### config.mk
export PLATFORM = sky130hd
export DESIGN_NAME = prio_irq_ctrl
export DESIGN_NICKNAME = d
export VERILOG_FILES = /design/src/rtl/pic_pkg.sv /design/src/rtl/pic_req_latch.sv /design/src/rtl/pic_resolver.sv /design/src/rtl/prio_irq_ctrl.sv
export SDC_FILE = /design/constraint.sdc
export NUM_CORES = 1
export LEC_CHECK = 0
export BUFFER_PORTS_ARGS = -buffer_cell sky130_fd_sc_hd__buf_2
export CORE_MARGIN = 1.5
export CORE_UTILIZATION = 30
export CTS_CLUSTER_DIAMETER = 120
export DETAILED_ROUTE_END_ITERATION = 8
export GPL_TIMING_DRIVEN = 1
export MAX_ROUTING_LAYER = met4
export PLACE_DENSITY_LB_ADDON = 0.1
export SYNTH_ARGS = -nofsm -noshare
export SYNTH_HDL_FRONTEND = slang
export SYNTH_SLANG_ARGS = --single-unit
### constraint.sdc
create_clock -name clk -period 24.1 [get_ports clk]
set_input_delay 2.41 -clock clk [delete_from_list [all_inputs] [get_ports clk]]
set_output_delay 2.41 -clock clk [all_outputs]
set_load 0.05 [all_outputs]
### src/rtl/pic_pkg.sv
package pic_pkg;
  localparam int ADDR_W = 4;
  localparam int DATA_W = 16;
  localparam logic [ADDR_W-1:0] A_MASK  = 4'd8;
  localparam logic [ADDR_W-1:0] A_PCEIL = 4'd9;
  localparam logic [ADDR_W-1:0] A_INSV  = 4'd10;
  localparam logic [ADDR_W-1:0] A_REQ   = 4'd11;
  localparam logic [ADDR_W-1:0] A_POLL  = 4'd12;
  localparam logic [ADDR_W-1:0] A_PSTAT = 4'd13;
  localparam logic [ADDR_W-1:0] A_EOI   = 4'd14;
endpackage

### src/rtl/pic_req_latch.sv
module pic_req_latch (
  input  logic clk,
  input  logic rst_n,
  input  logic irq_in,
  input  logic level_mode,
  input  logic take,
  output logic req
);
  logic irq_q, irq_d;
  logic edge_q, edge_d;

  always_comb begin
    irq_d  = irq_in;
    edge_d = edge_q;
    if (level_mode)              edge_d = 1'b0;
    else if (irq_in && !irq_q)   edge_d = 1'b1;
    else if (take)               edge_d = 1'b0;
  end

  always_ff @(posedge clk or negedge rst_n) begin
    if (!rst_n) begin
      irq_q  <= 1'b0;
      edge_q <= 1'b0;
    end else begin
      irq_q  <= irq_d;
      edge_q <= edge_d;
    end
  end

  assign req = level_mode ? irq_q : edge_q;
endmodule

### src/rtl/pic_resolver.sv
module pic_resolver #(
  parameter int N  = 8,
  parameter int PW = 3,
  localparam int IW = (N > 1) ? $clog2(N) : 1
) (
  input  logic [N-1:0]         vec,
  input  logic [N-1:0][PW-1:0] pri,
  output logic                 found,
  output logic [IW-1:0]        idx,
  output logic [PW-1:0]        best
);
  always_comb begin
    found = 1'b0;
    idx   = '0;
    best  = '1;
    for (int i = 0; i < N; i++) begin
      if (vec[i] && (!found || pri[i] < best)) begin
        found = 1'b1;
        best  = pri[i];
        idx   = IW'(i);
      end
    end
  end
endmodule

### src/rtl/prio_irq_ctrl.sv
module prio_irq_ctrl
  import pic_pkg::*;
#(
  parameter int N_SRC     = 8,
  parameter int PRI_W     = 3,
  parameter int TYPE_W    = 5,
  parameter int TYPE_BASE = 8
) (
  input  logic              clk,
  input  logic              rst_n,
  input  logic [N_SRC-1:0]  irq_in,
  input  logic              int_ack,
  output logic              int_req,
  output logic [TYPE_W-1:0] int_type,
  input  logic              reg_wr,
  input  logic              reg_rd,
  input  logic [ADDR_W-1:0] reg_addr,
  input  logic [DATA_W-1:0] reg_wdata,
  output logic [DATA_W-1:0] reg_rdata
);
  localparam int IDX_W = (N_SRC > 1) ? $clog2(N_SRC) : 1;
  localparam logic [TYPE_W-1:0] BASE_V = TYPE_W'(TYPE_BASE);
  localparam logic [TYPE_W-1:0] NSRC_V = TYPE_W'(N_SRC);

  logic [N_SRC-1:0][PRI_W-1:0] pri_q, pri_d;
  logic [N_SRC-1:0]            mask_q, mask_d, lvl_q, lvl_d, isr_q, isr_d;
  logic [PRI_W-1:0]            pceil_q, pceil_d;

  logic [N_SRC-1:0] req, elig, take_vec, eoi_clr;
  logic             win_found, isr_found, pending, take, eoi_wr;
  logic [IDX_W-1:0] win_idx, isr_idx;
  logic [PRI_W-1:0] win_pri, isr_pri;
  logic [TYPE_W-1:0] eoi_type, eoi_off;
  logic             unused_wbits;

  assign unused_wbits = ^reg_wdata[DATA_W-2:TYPE_W];

  genvar g;
  generate
    for (g = 0; g < N_SRC; g++) begin : g_src
      pic_req_latch u_lat (
        .clk(clk), .rst_n(rst_n), .irq_in(irq_in[g]),
        .level_mode(lvl_q[g]), .take(take_vec[g]), .req(req[g])
      );
      assign elig[g] = req[g] && !mask_q[g] && (pri_q[g] <= pceil_q);
    end
  endgenerate

  pic_resolver #(.N(N_SRC), .PW(PRI_W)) u_win (
    .vec(elig), .pri(pri_q), .found(win_found), .idx(win_idx), .best(win_pri)
  );
  pic_resolver #(.N(N_SRC), .PW(PRI_W)) u_isr (
    .vec(isr_q), .pri(pri_q), .found(isr_found), .idx(isr_idx), .best(isr_pri)
  );

  assign pending  = win_found && (!isr_found || (win_pri < isr_pri));
  assign int_req  = pending;
  assign int_type = pending ? (BASE_V + TYPE_W'(win_idx)) : '0;
  assign take     = pending && (int_ack || (reg_rd && reg_addr == A_POLL));
  assign take_vec = take ? (N_SRC'(1) << win_idx) : '0;
  assign eoi_wr   = reg_wr && (reg_addr == A_EOI);
  assign eoi_type = reg_wdata[TYPE_W-1:0];
  assign eoi_off  = eoi_type - BASE_V;

  always_comb begin
    eoi_clr = '0;
    if (eoi_wr) begin
      if (reg_wdata[DATA_W-1]) begin
        if (isr_found) eoi_clr = N_SRC'(1) << isr_idx;
      end else if (eoi_type >= BASE_V && eoi_off < NSRC_V) begin
        eoi_clr = N_SRC'(1) << eoi_off[IDX_W-1:0];
      end
    end
  end

  always_comb begin
    pri_d   = pri_q;
    mask_d  = mask_q;
    lvl_d   = lvl_q;
    pceil_d = pceil_q;
    isr_d   = (isr_q & ~eoi_clr) | take_vec;
    if (reg_wr) begin
      if (reg_addr < ADDR_W'(N_SRC)) begin
        pri_d[reg_addr[IDX_W-1:0]]  = reg_wdata[PRI_W-1:0];
        mask_d[reg_addr[IDX_W-1:0]] = reg_wdata[PRI_W];
        lvl_d[reg_addr[IDX_W-1:0]]  = reg_wdata[PRI_W+1];
      end else if (reg_addr == A_MASK) begin
        mask_d = reg_wdata[N_SRC-1:0];
      end else if (reg_addr == A_PCEIL) begin
        pceil_d = reg_wdata[PRI_W-1:0];
      end
    end
  end

  always_ff @(posedge clk or negedge rst_n) begin
    if (!rst_n) begin
      pri_q   <= '1;
      mask_q  <= '1;
      lvl_q   <= '0;
      pceil_q <= '1;
      isr_q   <= '0;
    end else begin
      pri_q   <= pri_d;
      mask_q  <= mask_d;
      lvl_q   <= lvl_d;
      pceil_q <= pceil_d;
      isr_q   <= isr_d;
    end
  end

  always_comb begin
    reg_rdata = '0;
    if (reg_addr < ADDR_W'(N_SRC)) begin
      reg_rdata[PRI_W-1:0] = pri_q[reg_addr[IDX_W-1:0]];
      reg_rdata[PRI_W]     = mask_q[reg_addr[IDX_W-1:0]];
      reg_rdata[PRI_W+1]   = lvl_q[reg_addr[IDX_W-1:0]];
    end else begin
      case (reg_addr)
        A_MASK:  reg_rdata[N_SRC-1:0] = mask_q;
        A_PCEIL: reg_rdata[PRI_W-1:0] = pceil_q;
        A_INSV:  reg_rdata[N_SRC-1:0] = isr_q;
        A_REQ:   reg_rdata[N_SRC-1:0] = req;
        A_POLL, A_PSTAT: begin
          reg_rdata[DATA_W-1]   = pending;
          reg_rdata[TYPE_W-1:0] = int_type;
        end
        default: reg_rdata = '0;
      endcase
    end
  end


  winner_not_in_service_chk: assert property (@(posedge clk) disable iff (!rst_n)
    int_req |-> !isr_q[win_idx]);


  grant_is_eligible_chk: assert property (@(posedge clk) disable iff (!rst_n)
    int_req |-> (req[win_idx] && !mask_q[win_idx] && pri_q[win_idx] <= pceil_q));


  ack_sets_service_chk: assert property (@(posedge clk) disable iff (!rst_n)
    (int_req && int_ack && !eoi_wr) |=> isr_q[$past(win_idx)]);


  status_read_no_effect_chk: assert property (@(posedge clk) disable iff (!rst_n)
    (reg_rd && reg_addr == A_PSTAT && !int_ack && !reg_wr) |=> (isr_q == $past(isr_q)));


  nonspec_eoi_one_bit_chk: assert property (@(posedge clk) disable iff (!rst_n)
    (eoi_wr && reg_wdata[DATA_W-1] && isr_q != '0 && !take)
      |=> ($countones(isr_q) == $countones($past(isr_q)) - 1));


  single_service_set_chk: assert property (@(posedge clk) disable iff (!rst_n)
    1'b1 |=> ($countones(isr_q & ~$past(isr_q)) <= 1));
endmodule

==> After elaboration in Yosys (flattened, before gate mapping) <==
Index checks and enable logic that the tools add are counted.
{ "classes": {"add_sub_neg": 2, "n_lt_le_gt_ge": 28, "n_eq_ne": 7, "shifts": 3, "muxes": 105, "n_bitwise": 5, "n_reduce_logical": 104} }
{ "ops": {"columns": ["op", "n"], "rows": [
  ["$mux W3", 26],
  ["$mux W8", 7],
  ["$mux W1", 54],
  ["$lt A3 B3 Y1", 15],
  ["$logic_and A1 B1 Y1", 44],
  ["$logic_not A1 Y1", 31],
  ["$eq A4 B4 Y1 const B", 7],
  ["$bwmux W24", 1],
  ["$le A3 B3 Y1", 8],
  ["$reduce_bool A3 Y1", 8],
  ["$shl A1 B3 Y8 const A", 3],
  ["$bwmux W8", 2],
  ["$logic_or A1 B1 Y1", 16],
  ["$pmux W3 S5", 1],
  ["$mux W11", 1],
  ["$mux W5", 2],
  ["$bmux W3 S3", 1],
  ["$demux W3 S3", 1],
  ["$pmux W3 S3", 1],
  ["$and A8 B8 Y8", 1],
  ["$mux W2", 4],
  ["$not A8 Y8", 1],
  ["$or A8 B8 Y8", 1],
  ["$pmux W2 S4", 1],
  ["other kinds (14)", 17]
]} }
{ "word_totals": {"register_bits": 67, "input_bits": 33, "out_inout_bits": 22, "wordCells": 282} }

==> Longest topological paths before layout <==
{ "depth": {"word_depth": 40, "mapped_depth": 65, "mapped_depth_nobuf": 62} }

==> Hierarchy <==
Synthesis repeated with hierarchy kept, for this count alone.
{ "hier_totals": {"hier_cells": 790, "hier_area_um2": 6986.7} }
{ "by_module_without_submodules": {"columns": ["mod", "instances", "cells_each", "area_each_um2", "seq_area_each_um2"], "rows": [
  ["prio_irq_ctrl", 1, 388, 3868.7, 1320.0],
  ["pic_resolver", 2, 177, 1228.7, 0.0],
  ["pic_req_latch", 8, 6, 82.6, 50.0]
]} }

==> Worst setup path after synthesis <==
OpenSTA, ideal clock, no wires.
{ "synth_timing": {"path_kind": "register -> output", "start": "reg pceil_q[1]", "end": "out reg_rdata[0]", "t_arrival_ns": 13.096, "required_ns": 21.690, "slack_ns": 8.594, "path_stages_with_launch": 60, "n_path_buf": 3, "path_cell_list": "dfstp_2 inv_1 ha_1 a211oi_1 o21ai_2 nor2_1 ha_1 a21oi_2 o21ai_1 o21ai_0 ha_1 a21boi_0 and4bb_4 a21oi_4 mux2i_1 inv_1 ha_1 nand2_1 (+24 left out) ha_1 or3_1 a21oi_1 or2_2 inv_1 nor2_1 a31oi_1 o21a_1 a22o_1 ha_1 o21a_1 o21ai_0 and2_1 a211oi_1 a31o_2 buf_6 or3_4 o221ai_1"} }
{ "synth_via": {"elab_chain_cells": 37, "elab_cells_between_ends": 74, "cone_classes": "add/sub: 1; order compare: 16; mux: 26; reduce/logical: 31"} }
{ "synth_rtl": {"columns": ["item", "line", "source"], "rows": [
  ["start: declaration", "prio_irq_ctrl.sv:27", "logic [PRI_W-1:0] pceil_q, pceil_d;"],
  ["start signal: assignment", "prio_irq_ctrl.sv:106", "pceil_q <= pceil_d;"],
  ["$le A3 B3 Y1", "prio_irq_ctrl.sv:45", "assign elig[g] = req[g] && !mask_q[g] && (pri_q[g] <= pceil_q);"],
  ["$logic_and A1 B1 Y1", "prio_irq_ctrl.sv:45", null],
  ["$mux W3 / $mux W1 (equally long branches)", "pic_resolver.sv:17", "if (vec[i] && (!found || pri[i] < best)) begin"],
  ["$lt A3 B3 Y1 / $logic_not A1 Y1 (equally long branches)", "pic_resolver.sv:17", null],
  ["$logic_or A1 B1 Y1", "pic_resolver.sv:17", null],
  ["$logic_and A1 B1 Y1", "pic_resolver.sv:17", null],
  ["$mux W3 / $mux W1 (equally long branches)", "pic_resolver.sv:17", null],
  ["$lt A3 B3 Y1 / $logic_not A1 Y1 (equally long branches)", "pic_resolver.sv:17", null],
  ["(+21 left out)", null, null],
  ["$logic_and A1 B1 Y1", "pic_resolver.sv:17", null],
  ["$mux W3", "pic_resolver.sv:17", null],
  ["$lt A3 B3 Y1", "prio_irq_ctrl.sv:56", "assign pending = win_found && (!isr_found || (win_pri < isr_pri));"],
  ["$logic_or A1 B1 Y1", "prio_irq_ctrl.sv:56", null],
  ["$logic_and A1 B1 Y1", "prio_irq_ctrl.sv:56", null],
  ["$mux W5 (*)", "prio_irq_ctrl.sv:58", "assign int_type = pending ? (BASE_V + TYPE_W'(win_idx)) : '0;"],
  ["$pmux W3 S5 (*)", "prio_irq_ctrl.sv:118", "case (reg_addr)"],
  ["$mux W5 (*)", "prio_irq_ctrl.sv:113", "if (reg_addr < ADDR_W'(N_SRC)) begin"],
  ["end: declaration", "prio_irq_ctrl.sv:19", "output logic [DATA_W-1:0] reg_rdata"]
]} }
Every way passes the cells marked *; elsewhere a longest branch is shown, timed or not.

==> Final worst setup path <==
Ends and elaborated chain as after synthesis.

==> impl_metrics.ini <==
[worst_hold_path]
hold_class = reg -> reg
holdCritStartpoint = lvl_q[1]$_DFFE_PN0P_

[worst_setup_path]
crit_top_cell = ha_1
crit_start = pceil_q[1]$_DFFE_PN1P_
crit_required_ns = 21.69
critPathMaxFanout = 14
start_kind = flop
timing.rr.start = pceil_q[1]$_DFFE_PN1P_
cpPeakStageDelay_ns = 0.77
arrival_ns = 15.47
r2r_setup_slack_ns = 8.67
worstSetupPathType = reg -> out
cp-end-kind = primary output
slowest_stage = a2111oi_0

[sta]
finalHoldViolCount = 0
slew_headroom = 0.300
whs_ns = 0.507
finalMaxSlewViolations = 0
finalSetupTns_ns = 0
setup_viol = 0
finClkSkew_ns = 0.00817
worst_pin_slew_ns = 1.04
period_minus_slack_ns = 17.88
rsz0062_at_grt = false
period_share = 0.742
fmax_mhz = 55.9

[yosys]
ys_types = 90
synth_flop_cell = dfstp_2
ys_ff_latch = 67
yosysTopAreaCellShare = 0.145
ys_warn_count = 0
syn-instance-count = 744
ys_seq_area_frac = 0.271
synthTopCellsByCount = 70 x nor2_1, 54 x a21oi_1, 54 x nand2_1, 50 x ha_1, 50 x inv_1
postSynth.asyncResetShare = 1.00
synth.avg_cell_area_um2 = 8.54
synth_area_leader_cell = dfstp_2
synth_edf_count = 0
synthMostInstantiatedCell = nor2_1
syn_area_mm2 = 0.00636
synthTopCellsByArea = dfstp_2 14%, dfrtp_1 13%, ha_1 9.8%

[clocking]
cts_setup_buffers = 0
clk_pin_slew_ns = 0.06
cts_hold_buffers = 0
htreeDepth = 3
clock-sinks = 67
cts_tree = built
cts_buffer_depth = 2
cts_buffers = 9
cts.repair.resized = 0
cts_root_buffer = clkbuf_16
clk_latency_ns = 0.33

[routing]
vias = 6039
ant_nets = 0
drc = 0
wl_per_cell_um = 22.2
vias_per_cell = 5.76
routed_wl_mm = 23.2
dr.pass1.iters = 5
drtIter0Drc = 508

[place]
gp_congestion = 0.898
dp.final_hpwl_mm = 17.6
port_buffers = 39
place_area_mm2 = 0.00677

[layout]
fin_area_mm2 = 0.00713
antenna_cells = 0
drive_above_1_share = 0.204
finalNetCount = 852
post-route-util = 0.341
syn_to_final_growth_pct = 12.1

[job]
cap_violations = 0

[outcome]
outcome = completed

[grt]
grt_pass1_vias = 5976
grt_max_degree = 68
grt_usage = 0.222
grt_pass1_wl_mm = 36.0
overflow = 0
antenna_found_initial = 0

[floorplanning]
rows = 53
dieHeight_um = 149
core_area_mm2 = 0.0209
fp.dieW_um = 149
boundaryPins = 55
start_util = 0.304
dieArea_mm2 = 0.0221
## critical path, delay by kind of cell, from the launching register on
kind	cells	cell delay (ns)
compound gates	26	7.31
simple gates	14	2.91
fa+ha+maj	9	2.31
mux	3	1.06
buf+inv	6	1.01
flops	1	0.53
## cell families (layout without fill, tap and decap cells)
| family | count (synthesis) | after routing | share of synthesized area |
|---|---|---|---|
| and+or+nand+nor | 233 | 233 | 0.181 |
| muxes | 57 | 57 | 0.115 |
| buffers and inverters | 87 | 110 | 0.0590 |
| AOI/OAI and AO/OA | 247 | 247 | 0.272 |
| DFF | 67 | 67 | 0.271 |
| adders and majority gates | 52 | 52 | 0.102 |
| other | 1 | 8 | 0.000590 |
## routing by layer
metal	global-route usage	wire length (um)
met1	0.299	10800
met2	0.360	10900
met3	0.0230	1030
met4	0.0530	467
met5	-	0
## cells in the final DEF (no fill, tap or decap), drive strengths merged, types with 11 or more instances in the layout
master,synthesis,final
buf,13,42
dfrtp,32,32
nor2b,16,16
dfstp,35,35
nand2b,14,14
ha,50,50
o21a,11,11
mux2i,21,21
clkbuf,22,11
inv,50,51
nand2,54,54
a21oi,56,56
nand3,18,18
nor3,20,20
o22ai,16,16
nor2,70,70
mux2,26,26
o21ai,57,57
a31oi,11,11
## registers in the layout, indices dropped and copies added (netlist names)
| register | cells |
|---|---|
| pceil_q | 3 |
| lvl_q | 8 |
| g_src.u_lat.edge_q | 8 |
| isr_q | 8 |
| g_src.u_lat.irq_q | 8 |
| pri_q | 24 |
| mask_q | 8 |
## final timing paths
path                                                     end  cells past startpoint
min reg2reg                g_src[1].u_lat.edge_q$_DFFE_PN0P_                      1
max in group asynchronous  g_src[2].u_lat.edge_q$_DFFE_PN0P_                      2
min in group asynchronous                 isr_q[5]$_DFF_PN0_                      2
max                                             reg_rdata[0]                     58
max reg2reg                g_src[1].u_lat.edge_q$_DFFE_PN0P_                     57
min                        g_src[1].u_lat.edge_q$_DFFE_PN0P_                      1
## layout make-up
type | count | area, um^2
fillers | 2188 | 13800
clock inverters | 5 | 108
multi-input cells | 597 | 4290
well taps | 275 | 344
inverters | 52 | 195
clock buffers | 11 | 253
flip-flops and latches | 67 | 1720
repair buffers | 42 | 218
## per-stage QoR
step	instances	setup slack [ns]
2_1_floorplan	751	8.59
4_1_cts	1049	6.24
3_3_place_gp	1033	6.73
6_report	1049	6.22
3_5_place_dp	1033	6.64
5_1_grt	1049	5.03
Power is not shown: default switching activity piles up to over one toggle a cycle in this logic, so the estimate is an artifact.
